===== src/rtl/rxcls_pkg.sv =====
package rxcls_pkg;

  localparam int QUE_W = 6;
  localparam int PID_W = 3;

  typedef enum logic [1:0] {
    CMP_EQ = 2'b00,
    CMP_GE = 2'b01,
    CMP_NE = 2'b10,
    CMP_LT = 2'b11
  } cmp_code_e;

  // control word, LSB first: cmp, andb, cle, rej, irq, queue, pid
  typedef struct packed {
    logic [PID_W-1:0] pid;
    logic [QUE_W-1:0] queue;
    logic             irq;
    logic             rej;
    logic             cle;
    logic             andb;
    logic [1:0]       cmp;
  } rule_ctrl_t;

  localparam int CTRL_W = $bits(rule_ctrl_t);

endpackage


===== src/rtl/rxcls_table.sv =====
module rxcls_table
  import rxcls_pkg::*;
#(
  parameter int N_ENTRY = 16,
  parameter int PROP_W  = 32,
  localparam int IDX_W  = $clog2(N_ENTRY)
) (
  input  logic              clk,
  input  logic              rst_n,
  input  logic              wr_en_i,
  input  logic [IDX_W-1:0]  wr_idx_i,
  input  rule_ctrl_t        wr_ctrl_i,
  input  logic [PROP_W-1:0] wr_val_i,
  input  logic              busy_i,
  input  logic [IDX_W-1:0]  rd_idx_i,
  output rule_ctrl_t        rd_ctrl_o,
  output logic [PROP_W-1:0] rd_val_o
);

  rule_ctrl_t        ctrl_q [N_ENTRY];
  logic [PROP_W-1:0] val_q  [N_ENTRY];
  logic [N_ENTRY-1:0] ent_we;

  for (genvar e = 0; e < N_ENTRY; e++) begin : g_ent
    always_comb begin
      ent_we[e] = wr_en_i && !busy_i && (wr_idx_i == IDX_W'(e));
    end

    always_ff @(posedge clk or negedge rst_n) begin
      if (!rst_n) begin
        ctrl_q[e] <= '0;
        val_q[e]  <= '0;
      end else if (ent_we[e]) begin
        ctrl_q[e] <= wr_ctrl_i;
        val_q[e]  <= wr_val_i;
      end
    end

    // table is frozen during a search
    assert_tbl_hold_R1 : assert property (@(posedge clk) disable iff (!rst_n)
      busy_i |=> ($stable(ctrl_q[e]) && $stable(val_q[e])));
  end

  always_comb begin
    rd_ctrl_o = ctrl_q[rd_idx_i];
    rd_val_o  = val_q[rd_idx_i];
  end

endmodule


===== src/rtl/rxcls_cmp.sv =====
module rxcls_cmp
  import rxcls_pkg::*;
#(
  parameter int PROP_W = 32
) (
  input  logic [PROP_W-1:0] prop_i,
  input  logic [PROP_W-1:0] mask_i,
  input  logic [PROP_W-1:0] value_i,
  input  logic [1:0]        cmp_i,
  output logic              hit_o
);

  logic [PROP_W-1:0] masked;

  always_comb begin
    masked = prop_i & mask_i;
    unique case (cmp_code_e'(cmp_i))
      CMP_EQ:  hit_o = (masked == value_i);
      CMP_GE:  hit_o = (masked >= value_i);
      CMP_NE:  hit_o = (masked != value_i);
      default: hit_o = (masked <  value_i);
    endcase
  end

endmodule


===== src/rtl/rxcls_seq.sv =====
module rxcls_seq
  import rxcls_pkg::*;
#(
  parameter int N_ENTRY = 16,
  parameter int PROP_W  = 32,
  localparam int IDX_W  = $clog2(N_ENTRY)
) (
  input  logic              clk,
  input  logic              rst_n,
  input  logic              start_i,
  input  rule_ctrl_t        ctrl_i,
  input  logic [PROP_W-1:0] val_i,
  input  logic              hit_i,
  output logic [IDX_W-1:0]  idx_o,
  output logic [PROP_W-1:0] mask_o,
  output logic              busy_o,
  output logic              done_o,
  output logic              rej_o,
  output logic [QUE_W-1:0]  que_o,
  output logic              irq_o
);

  logic              busy_q, busy_d;
  logic [IDX_W-1:0]  idx_q, idx_d;
  logic [PROP_W-1:0] mask_q, mask_d;
  logic              chain_q, chain_d;
  logic              skip_q, skip_d;
  logic              done_q, done_d;
  logic              rej_q, rej_d;
  logic [QUE_W-1:0]  que_q, que_d;
  logic              irq_q, irq_d;

  logic is_mask, eff_hit, comb_ok, last, cl_end, match, finish;

  always_comb begin
    is_mask = (ctrl_i.pid == '0);
    eff_hit = is_mask ? (ctrl_i.cmp == CMP_GE) : hit_i;
    comb_ok = chain_q && eff_hit;
    last    = (idx_q == IDX_W'(N_ENTRY - 1));
    cl_end  = ctrl_i.cle && !ctrl_i.andb;

    busy_d  = busy_q;
    idx_d   = idx_q;
    mask_d  = mask_q;
    chain_d = chain_q;
    skip_d  = skip_q;
    done_d  = 1'b0;
    rej_d   = rej_q;
    que_d   = que_q;
    irq_d   = irq_q;
    match   = 1'b0;
    finish  = 1'b0;

    if (!busy_q) begin
      if (start_i) begin
        busy_d  = 1'b1;
        idx_d   = '0;
        mask_d  = '1;
        chain_d = 1'b1;
        skip_d  = 1'b0;
      end
    end else begin
      if (skip_q) begin
        if (cl_end) skip_d = 1'b0;
      end else begin
        if (is_mask) mask_d = val_i;
        if (ctrl_i.andb) begin
          if (ctrl_i.cle) begin
            chain_d = 1'b1;
            skip_d  = !comb_ok;
          end else begin
            chain_d = comb_ok;
          end
        end else begin
          chain_d = 1'b1;
          match   = comb_ok;
        end
      end

      if (match) begin
        finish = 1'b1;
        rej_d  = ctrl_i.rej;
        que_d  = ctrl_i.queue;
        irq_d  = ctrl_i.irq && !ctrl_i.rej;
      end else if (last) begin
        finish = 1'b1;
        rej_d  = 1'b0;
        que_d  = '0;
        irq_d  = 1'b0;
      end else begin
        idx_d = idx_q + IDX_W'(1);
      end

      if (finish) begin
        busy_d = 1'b0;
        done_d = 1'b1;
      end
    end
  end

  always_ff @(posedge clk or negedge rst_n) begin
    if (!rst_n) begin
      busy_q  <= 1'b0;
      idx_q   <= '0;
      mask_q  <= '1;
      chain_q <= 1'b1;
      skip_q  <= 1'b0;
      done_q  <= 1'b0;
      rej_q   <= 1'b0;
      que_q   <= '0;
      irq_q   <= 1'b0;
    end else begin
      busy_q  <= busy_d;
      idx_q   <= idx_d;
      mask_q  <= mask_d;
      chain_q <= chain_d;
      skip_q  <= skip_d;
      done_q  <= done_d;
      rej_q   <= rej_d;
      que_q   <= que_d;
      irq_q   <= irq_d;
    end
  end

  assign idx_o  = idx_q;
  assign mask_o = mask_q;
  assign busy_o = busy_q;
  assign done_o = done_q;
  assign rej_o  = rej_q;
  assign que_o  = que_q;
  assign irq_o  = irq_q;

  assert_done_pulse_R2 : assert property (@(posedge clk) disable iff (!rst_n)
    done_q |=> !done_q);
  assert_done_idle_R2 : assert property (@(posedge clk) disable iff (!rst_n)
    done_q |-> !busy_q);
  assert_mask_init_R3 : assert property (@(posedge clk) disable iff (!rst_n)
    (start_i && !busy_q) |=> (mask_q == '1 && idx_q == '0));
  assert_skip_mask_R9 : assert property (@(posedge clk) disable iff (!rst_n)
    (busy_q && skip_q) |=> $stable(mask_q));
  assert_verdict_hold_R12 : assert property (@(posedge clk) disable iff (!rst_n)
    !done_q |-> ($stable(que_q) && $stable(rej_q)) or $rose(busy_q) or busy_q);

endmodule


===== src/rtl/rxcls_engine.sv =====
module rxcls_engine
  import rxcls_pkg::*;
#(
  parameter int N_ENTRY = 16,
  parameter int PROP_W  = 32,
  localparam int IDX_W  = $clog2(N_ENTRY),
  localparam int N_PROP = 2 ** PID_W
) (
  input  logic                     clk,
  input  logic                     rst_n,
  input  logic                     wr_en_i,
  input  logic [IDX_W-1:0]         wr_idx_i,
  input  logic [CTRL_W-1:0]        wr_ctrl_i,
  input  logic [PROP_W-1:0]        wr_val_i,
  input  logic [N_PROP*PROP_W-1:0] prop_i,
  input  logic                     start_i,
  input  logic                     eof_i,
  output logic                     busy_o,
  output logic                     done_o,
  output logic                     reject_o,
  output logic [QUE_W-1:0]         queue_o,
  output logic                     irq_o,
  output logic                     evt_o
);

  rule_ctrl_t        rd_ctrl;
  logic [PROP_W-1:0] rd_val;
  logic [IDX_W-1:0]  rd_idx;
  logic [PROP_W-1:0] mask;
  logic [PROP_W-1:0] sel_prop;
  logic              hit;
  logic              busy, done, rej, irq;
  logic [QUE_W-1:0]  que;

  rxcls_table #(.N_ENTRY(N_ENTRY), .PROP_W(PROP_W)) u_table (
    .clk       (clk),
    .rst_n     (rst_n),
    .wr_en_i   (wr_en_i),
    .wr_idx_i  (wr_idx_i),
    .wr_ctrl_i (rule_ctrl_t'(wr_ctrl_i)),
    .wr_val_i  (wr_val_i),
    .busy_i    (busy),
    .rd_idx_i  (rd_idx),
    .rd_ctrl_o (rd_ctrl),
    .rd_val_o  (rd_val)
  );

  always_comb begin
    sel_prop = prop_i[int'(rd_ctrl.pid)*PROP_W +: PROP_W];
  end

  rxcls_cmp #(.PROP_W(PROP_W)) u_cmp (
    .prop_i  (sel_prop),
    .mask_i  (mask),
    .value_i (rd_val),
    .cmp_i   (rd_ctrl.cmp),
    .hit_o   (hit)
  );

  rxcls_seq #(.N_ENTRY(N_ENTRY), .PROP_W(PROP_W)) u_seq (
    .clk     (clk),
    .rst_n   (rst_n),
    .start_i (start_i),
    .ctrl_i  (rd_ctrl),
    .val_i   (rd_val),
    .hit_i   (hit),
    .idx_o   (rd_idx),
    .mask_o  (mask),
    .busy_o  (busy),
    .done_o  (done),
    .rej_o   (rej),
    .que_o   (que),
    .irq_o   (irq)
  );

  // interrupt event: armed by a filing verdict, fired by end of frame
  logic pend_q, pend_d, evt_q, evt_d;

  always_comb begin
    pend_d = pend_q;
    if (done && irq)  pend_d = 1'b1;
    else if (eof_i)   pend_d = 1'b0;
    evt_d = eof_i && pend_q;
  end

  always_ff @(posedge clk or negedge rst_n) begin
    if (!rst_n) begin
      pend_q <= 1'b0;
      evt_q  <= 1'b0;
    end else begin
      pend_q <= pend_d;
      evt_q  <= evt_d;
    end
  end

  assign busy_o   = busy;
  assign done_o   = done;
  assign reject_o = rej;
  assign queue_o  = que;
  assign irq_o    = irq;
  assign evt_o    = evt_q;

  assert_evt_after_eof_R11 : assert property (@(posedge clk) disable iff (!rst_n)
    evt_q |-> $past(eof_i));
  assert_irq_not_reject_R11 : assert property (@(posedge clk) disable iff (!rst_n)
    done_o |-> !(irq_o && reject_o));

endmodule


===== config.mk =====
export PLATFORM = sky130hd
export DESIGN_NAME = rxcls_engine
export DESIGN_NICKNAME = d
export VERILOG_FILES = /design/src/rtl/rxcls_pkg.sv /design/src/rtl/rxcls_table.sv /design/src/rtl/rxcls_cmp.sv /design/src/rtl/rxcls_seq.sv /design/src/rtl/rxcls_engine.sv
export SDC_FILE = /design/constraint.sdc
export NUM_CORES = 1
export LEC_CHECK = 0
export ABC_AREA = 1
export CAP_MARGIN = 10
export CELL_PAD_IN_SITES_DETAIL_PLACEMENT = 0
export CELL_PAD_IN_SITES_GLOBAL_PLACEMENT = 1
export CORE_AREA = 2 2 319 321
export DETAILED_ROUTE_END_ITERATION = 10
export DIE_AREA = 0 0 321 323
export GPL_TIMING_DRIVEN = 0
export PLACE_DENSITY = 0.85
export RECOVER_POWER = 100
export SYNTH_ARGS = -nofsm -noshare
export SYNTH_HDL_FRONTEND = slang
export SYNTH_HIERARCHICAL = 1
export SYNTH_SLANG_ARGS = --single-unit
export TNS_END_PERCENT = 100

===== constraint.sdc =====
create_clock -name clk -period 4.2 [get_ports clk]
set_input_delay 1.26 -clock clk [delete_from_list [all_inputs] [get_ports clk]]
set_output_delay 1.26 -clock clk [all_outputs]
set_load 0.1 [all_outputs]

==> results.txt <==
* Worst Max-Slew Pin Slew: around 2.6 ns
- Cell count after synthesis: 6113
- For this run, design rule violations remaining after detail routing come to 0.
* H-tree levels: 3
- Placed instance area: 0.0479 mm2
* Pwr Density: 810 mW/mm2
- Total number of placement rows: about 120
- Timing-limited maximum frequency: 0.227 GHz
* Reg2reg path depth: 31
* Total grt overflow: 0
* Clock transition at the registers of the reported paths: 0.06 ns
- Summing over every cut layer, the via total after detailed routing is 42600.
- Measured against its own limit, the worst slew margin works out to -0.760.
- Synth Register Bits: 802
* Placed Cells incl. Taps: 7752
* CP Data Required Time: around 4.8 ns
- Net Sw Power: 19.3 mW
- Ratio of routed vias to standard cells: 5.33
- Number of buffers inserted during clock tree synthesis: 89
- Std-Cell Core Area: 0.101 mm2
* Post-synthesis net count: ~6500
* Outcome: finished with violations
- Final Critical Period: about 4.4 ns
- The final reports fail on capacitance limit, slew limit, setup timing.
- Across every metal layer, demand over resource in global routing totals 0.315.
- For this run, the slowest stage of the critical path takes 0.57 ns.
- Die boundary width: 321 um
- Endpoints failing setup: 15
- The final layout contains 6956 nets.
- Once routing completed, OpenROAD measured the worst setup slack at -0.207 ns.
* Largest net degree at the start of global routing: about 110
* Number of pins exceeding their max-slew limit in the final report: 44
* Ratio of final minimum period to clock period: 1.05
- Wirelength, routed: 167000 um
* RSZ-0062 raised after global routing: true
- The count of endpoints failing hold in the final timing report is 0.
- The first global-routing pass estimated around 250000 um of wire.
* Maximum Capacitance Violations: 1
- CTS placed an instance of sky130_fd_sc_hd__clkbuf_16 at the clock tree root.
* Maximum clock path buffer count: 3
- Yosys warnings: 6
- For this configuration, the core starts out at a cell density of 0.425.
* Part of the power in combinational logic: 0.550
- Of the total power, the clock network draws 0.191.
- Final HPWL from detailed placement: 123000 um
- Relative contribution of sequential cells to total power: 0.259
- Post-synthesis instance area: approximately 0.043 mm2
* Most common cell on crit path: sky130_fd_sc_hd__nand2_2
* Internal cell power: 23.9 mW
- STA classifies the critical path endpoint as a flip-flop.
- Biggest fanout along the worst timing path: 10
* Total power after layout: 43.1 mW
- Between clock sinks in the finished design, the worst skew comes to approximately 0.015 ns.
- Share of async-settable or async-resettable flops after synthesis: 1.00
- During I/O placement, the number of pins put on the boundary was around 320.
- The average instance in the mapped netlist occupies 7.01 um2.
* Clk sinks: 802
- The later pin in the worst-skew pair is clocked with a latency of 0.66 ns.
- CTS tree: yes
- In this run the worst hold path is classified as reg2reg.
- The most used flip-flop cell after synthesis is sky130_fd_sc_hd__dfrtp_1.
* Sw Ratio: 0.447
- The number of global-route vias before repair was around 39000.
- Arrival time of the worst setup path: around 5.0 ns
- During placement, the flow inserted port buffers numbering about 320.
- Launching element type of the critical path: flip-flop
- In this run the static leakage power is 26.8 nW.
- Routability-driven placement finished with a final weighted congestion of 0.947.
- Yosys mapped the design onto 34 distinct sky130hd cell types.
- In this run, synthesis inferred 0 flip-flops with an integrated enable.
- Start-to-end type of the worst setup path: reg2reg
- For this run, the detailed router's first-pass iteration total came to 6.
* ANT nets after route: 0
- The number of antenna violations at the first check in global routing was 2.
- The worst hold path was traced through 2 stages.
- Number of standard cells in the layout, taps in and fillers out: 7994
- Share of post-route cells with drive strength above 1: 0.0834
- Initial detailed-routing violation count: ~4500
- Die area: ~0.10 mm2
* Avg WL per Cell: 20.9 um
* Count of fill cells added during filler insertion: 10100
* Cell area after layout: 0.0532 mm2
- Of the synthesized area, sequential elements account for 0.470.
- IR analysis of the VDD net gives a maximum drop of 431 uV.
- Chip Height: 323 um
- Among all stages on the critical path, the largest delay is contributed by sky130_fd_sc_hd__dfrtp_2.
- Area growth, synth to finish: 24.3%
cells by family (layout without fill, tap and decap cells):
group	Yosys count	count (layout)	share of synthesized area
AO/OA/AOI/OAI	813	813	0.0957
XOR/XNOR	2	2	0.000409
adder cells (fa/ha/maj)	33	33	0.00964
buffers and inverters	1385	1952	0.131
flip-flops	802	802	0.470
other	0	5	0
AND/OR/NAND/NOR	3078	3078	0.293
Yosys cell counts, drive strengths merged, types with 3 or more instances:
master | number | area, um2
dfstp | 33 | 867
dfrtp | 769 | 19200
inv | 963 | 3610
nand3 | 717 | 3590
buf | 203 | 1190
o21ai | 759 | 3800
clkbuf | 219 | 823
or2 | 3 | 18.8
nor2 | 82 | 320
nand4 | 10 | 62.6
ha | 33 | 413
nand2 | 2263 | 8520
a21oi | 48 | 252
critical path, delay by kind of cell (launching register included):
kind                       cells  cell delay [ns]
buffers and inverters          8             1.46
adders and majority gates      1             0.24
DFF                            1             0.57
and+or+nand+nor               21             1.77
AOI/OAI and AO/OA              1             0.21
metal layers:
metal	up-vias	track usage	share of wire
met5	-	0	0
met1	20700	0.423	0.41
met4	0	0.158	0.055
li1	19800	-	-
met2	1753	0.500	0.46
met3	374	0.0455	0.077
through the flow:
stage,hold slack (ns),util,setup slack [ns],TNS (ns)
2_1_floorplan,0.431,-,0.313,0
5_1_grt,0.493,0.528,-0.403,-59.77
3_5_place_dp,0.463,0.476,-2.28,-37.25
3_3_place_gp,0.440,0.474,-35.14,-
4_1_cts,0.477,0.524,-0.201,-2.54
6_report,0.468,0.528,-0.207,-2.55
registers in the layout (all words and copies together), names as in the netlist:
| name | flops |
|---|---|
| u_seq/idx_o | 4 |
| u_seq/chain_q | 1 |
| u_table/val_q | 512 |
| u_table/ctrl_q | 240 |
| pend_q | 1 |
| u_seq/busy_o | 1 |
| evt_o | 1 |
| u_seq/rej_o | 1 |
| u_seq/done_o | 1 |
| u_seq/mask_o | 32 |
| u_seq/irq_o | 1 |
| u_seq/que_o | 6 |
| u_seq/skip_q | 1 |
power by group through the flow:
stage | Combinational [mW] | Sequential, mW | Clock, mW
global placement | 18.6 | 11.3 | 0
floorplan | 12.2 | 11.2 | 0
CTS | 21.9 | 11.1 | 8.30
finish | 23.7 | 11.2 | 8.22
global route | 25.9 | 11.4 | 8.63
detailed placement | 18.8 | 11.3 | 0
cell usage in the layout (no fill, tap or decap), drive strengths merged, types with 3 or more instances in the layout:
cell | netlist | layout
nand2 | 2263 | 2263
inv | 963 | 965
dfrtp | 769 | 769
o21ai | 759 | 759
nand3 | 717 | 717
clkbuf | 219 | 421
clkdlybuf4s50 | 0 | 317
buf | 203 | 213
nor2 | 82 | 82
a21oi | 48 | 48
dfstp | 33 | 33
ha | 33 | 33
clkinv | 0 | 18
nand4 | 10 | 10
bufinv | 0 | 9
diode | 0 | 5
dlygate4sd3 | 0 | 4
clkinvlp | 0 | 3
or2 | 3 | 3
layout make-up:
cell class	count	area [um2]	area share
Sequential cell	802	20100	0.378
Tap cell	1309	1640	0.0308
Buffer	418	2710	0.0508
Clock buffer	128	2640	0.0496
Clock inverter	32	399	0.00750
Multi-Input combinational cell	3926	17800	0.334
Antenna cell	5	12.5	0.000235
Timing Repair Buffer	411	4290	0.0805
Inverter	963	3650	0.0685
path summary, 6_finish.rpt:
check,end,slack [ns],startpoint
worst min register to register,evt_o,0.47,pend_q
worst max-delay path,u_seq/idx_o[2],-0.21,u_seq/idx_o[3]
worst min-delay path,evt_o,0.47,pend_q
worst max register to register,u_seq/idx_o[2],-0.21,u_seq/idx_o[3]
max in group asynchronous,u_table/ctrl_q[144],0.31,rst_n
min in group asynchronous,u_table/val_q[173],1.43,rst_n
repair_timing:
| action | CTS | global route |
|---|---|---|
| buffers inserted | 46 | 24 |
| hold endpoints to repair | 0 | 0 |
| hold buffers | 0 | 0 |
| gates resized for setup | 350 | 142 |
| pin swaps | 55 | 78 |
| gates cloned | 9 | 2 |
| endpoints found under the setup margin | 48 | 16 |
Note: power is estimated with default switching activity, not from simulation.
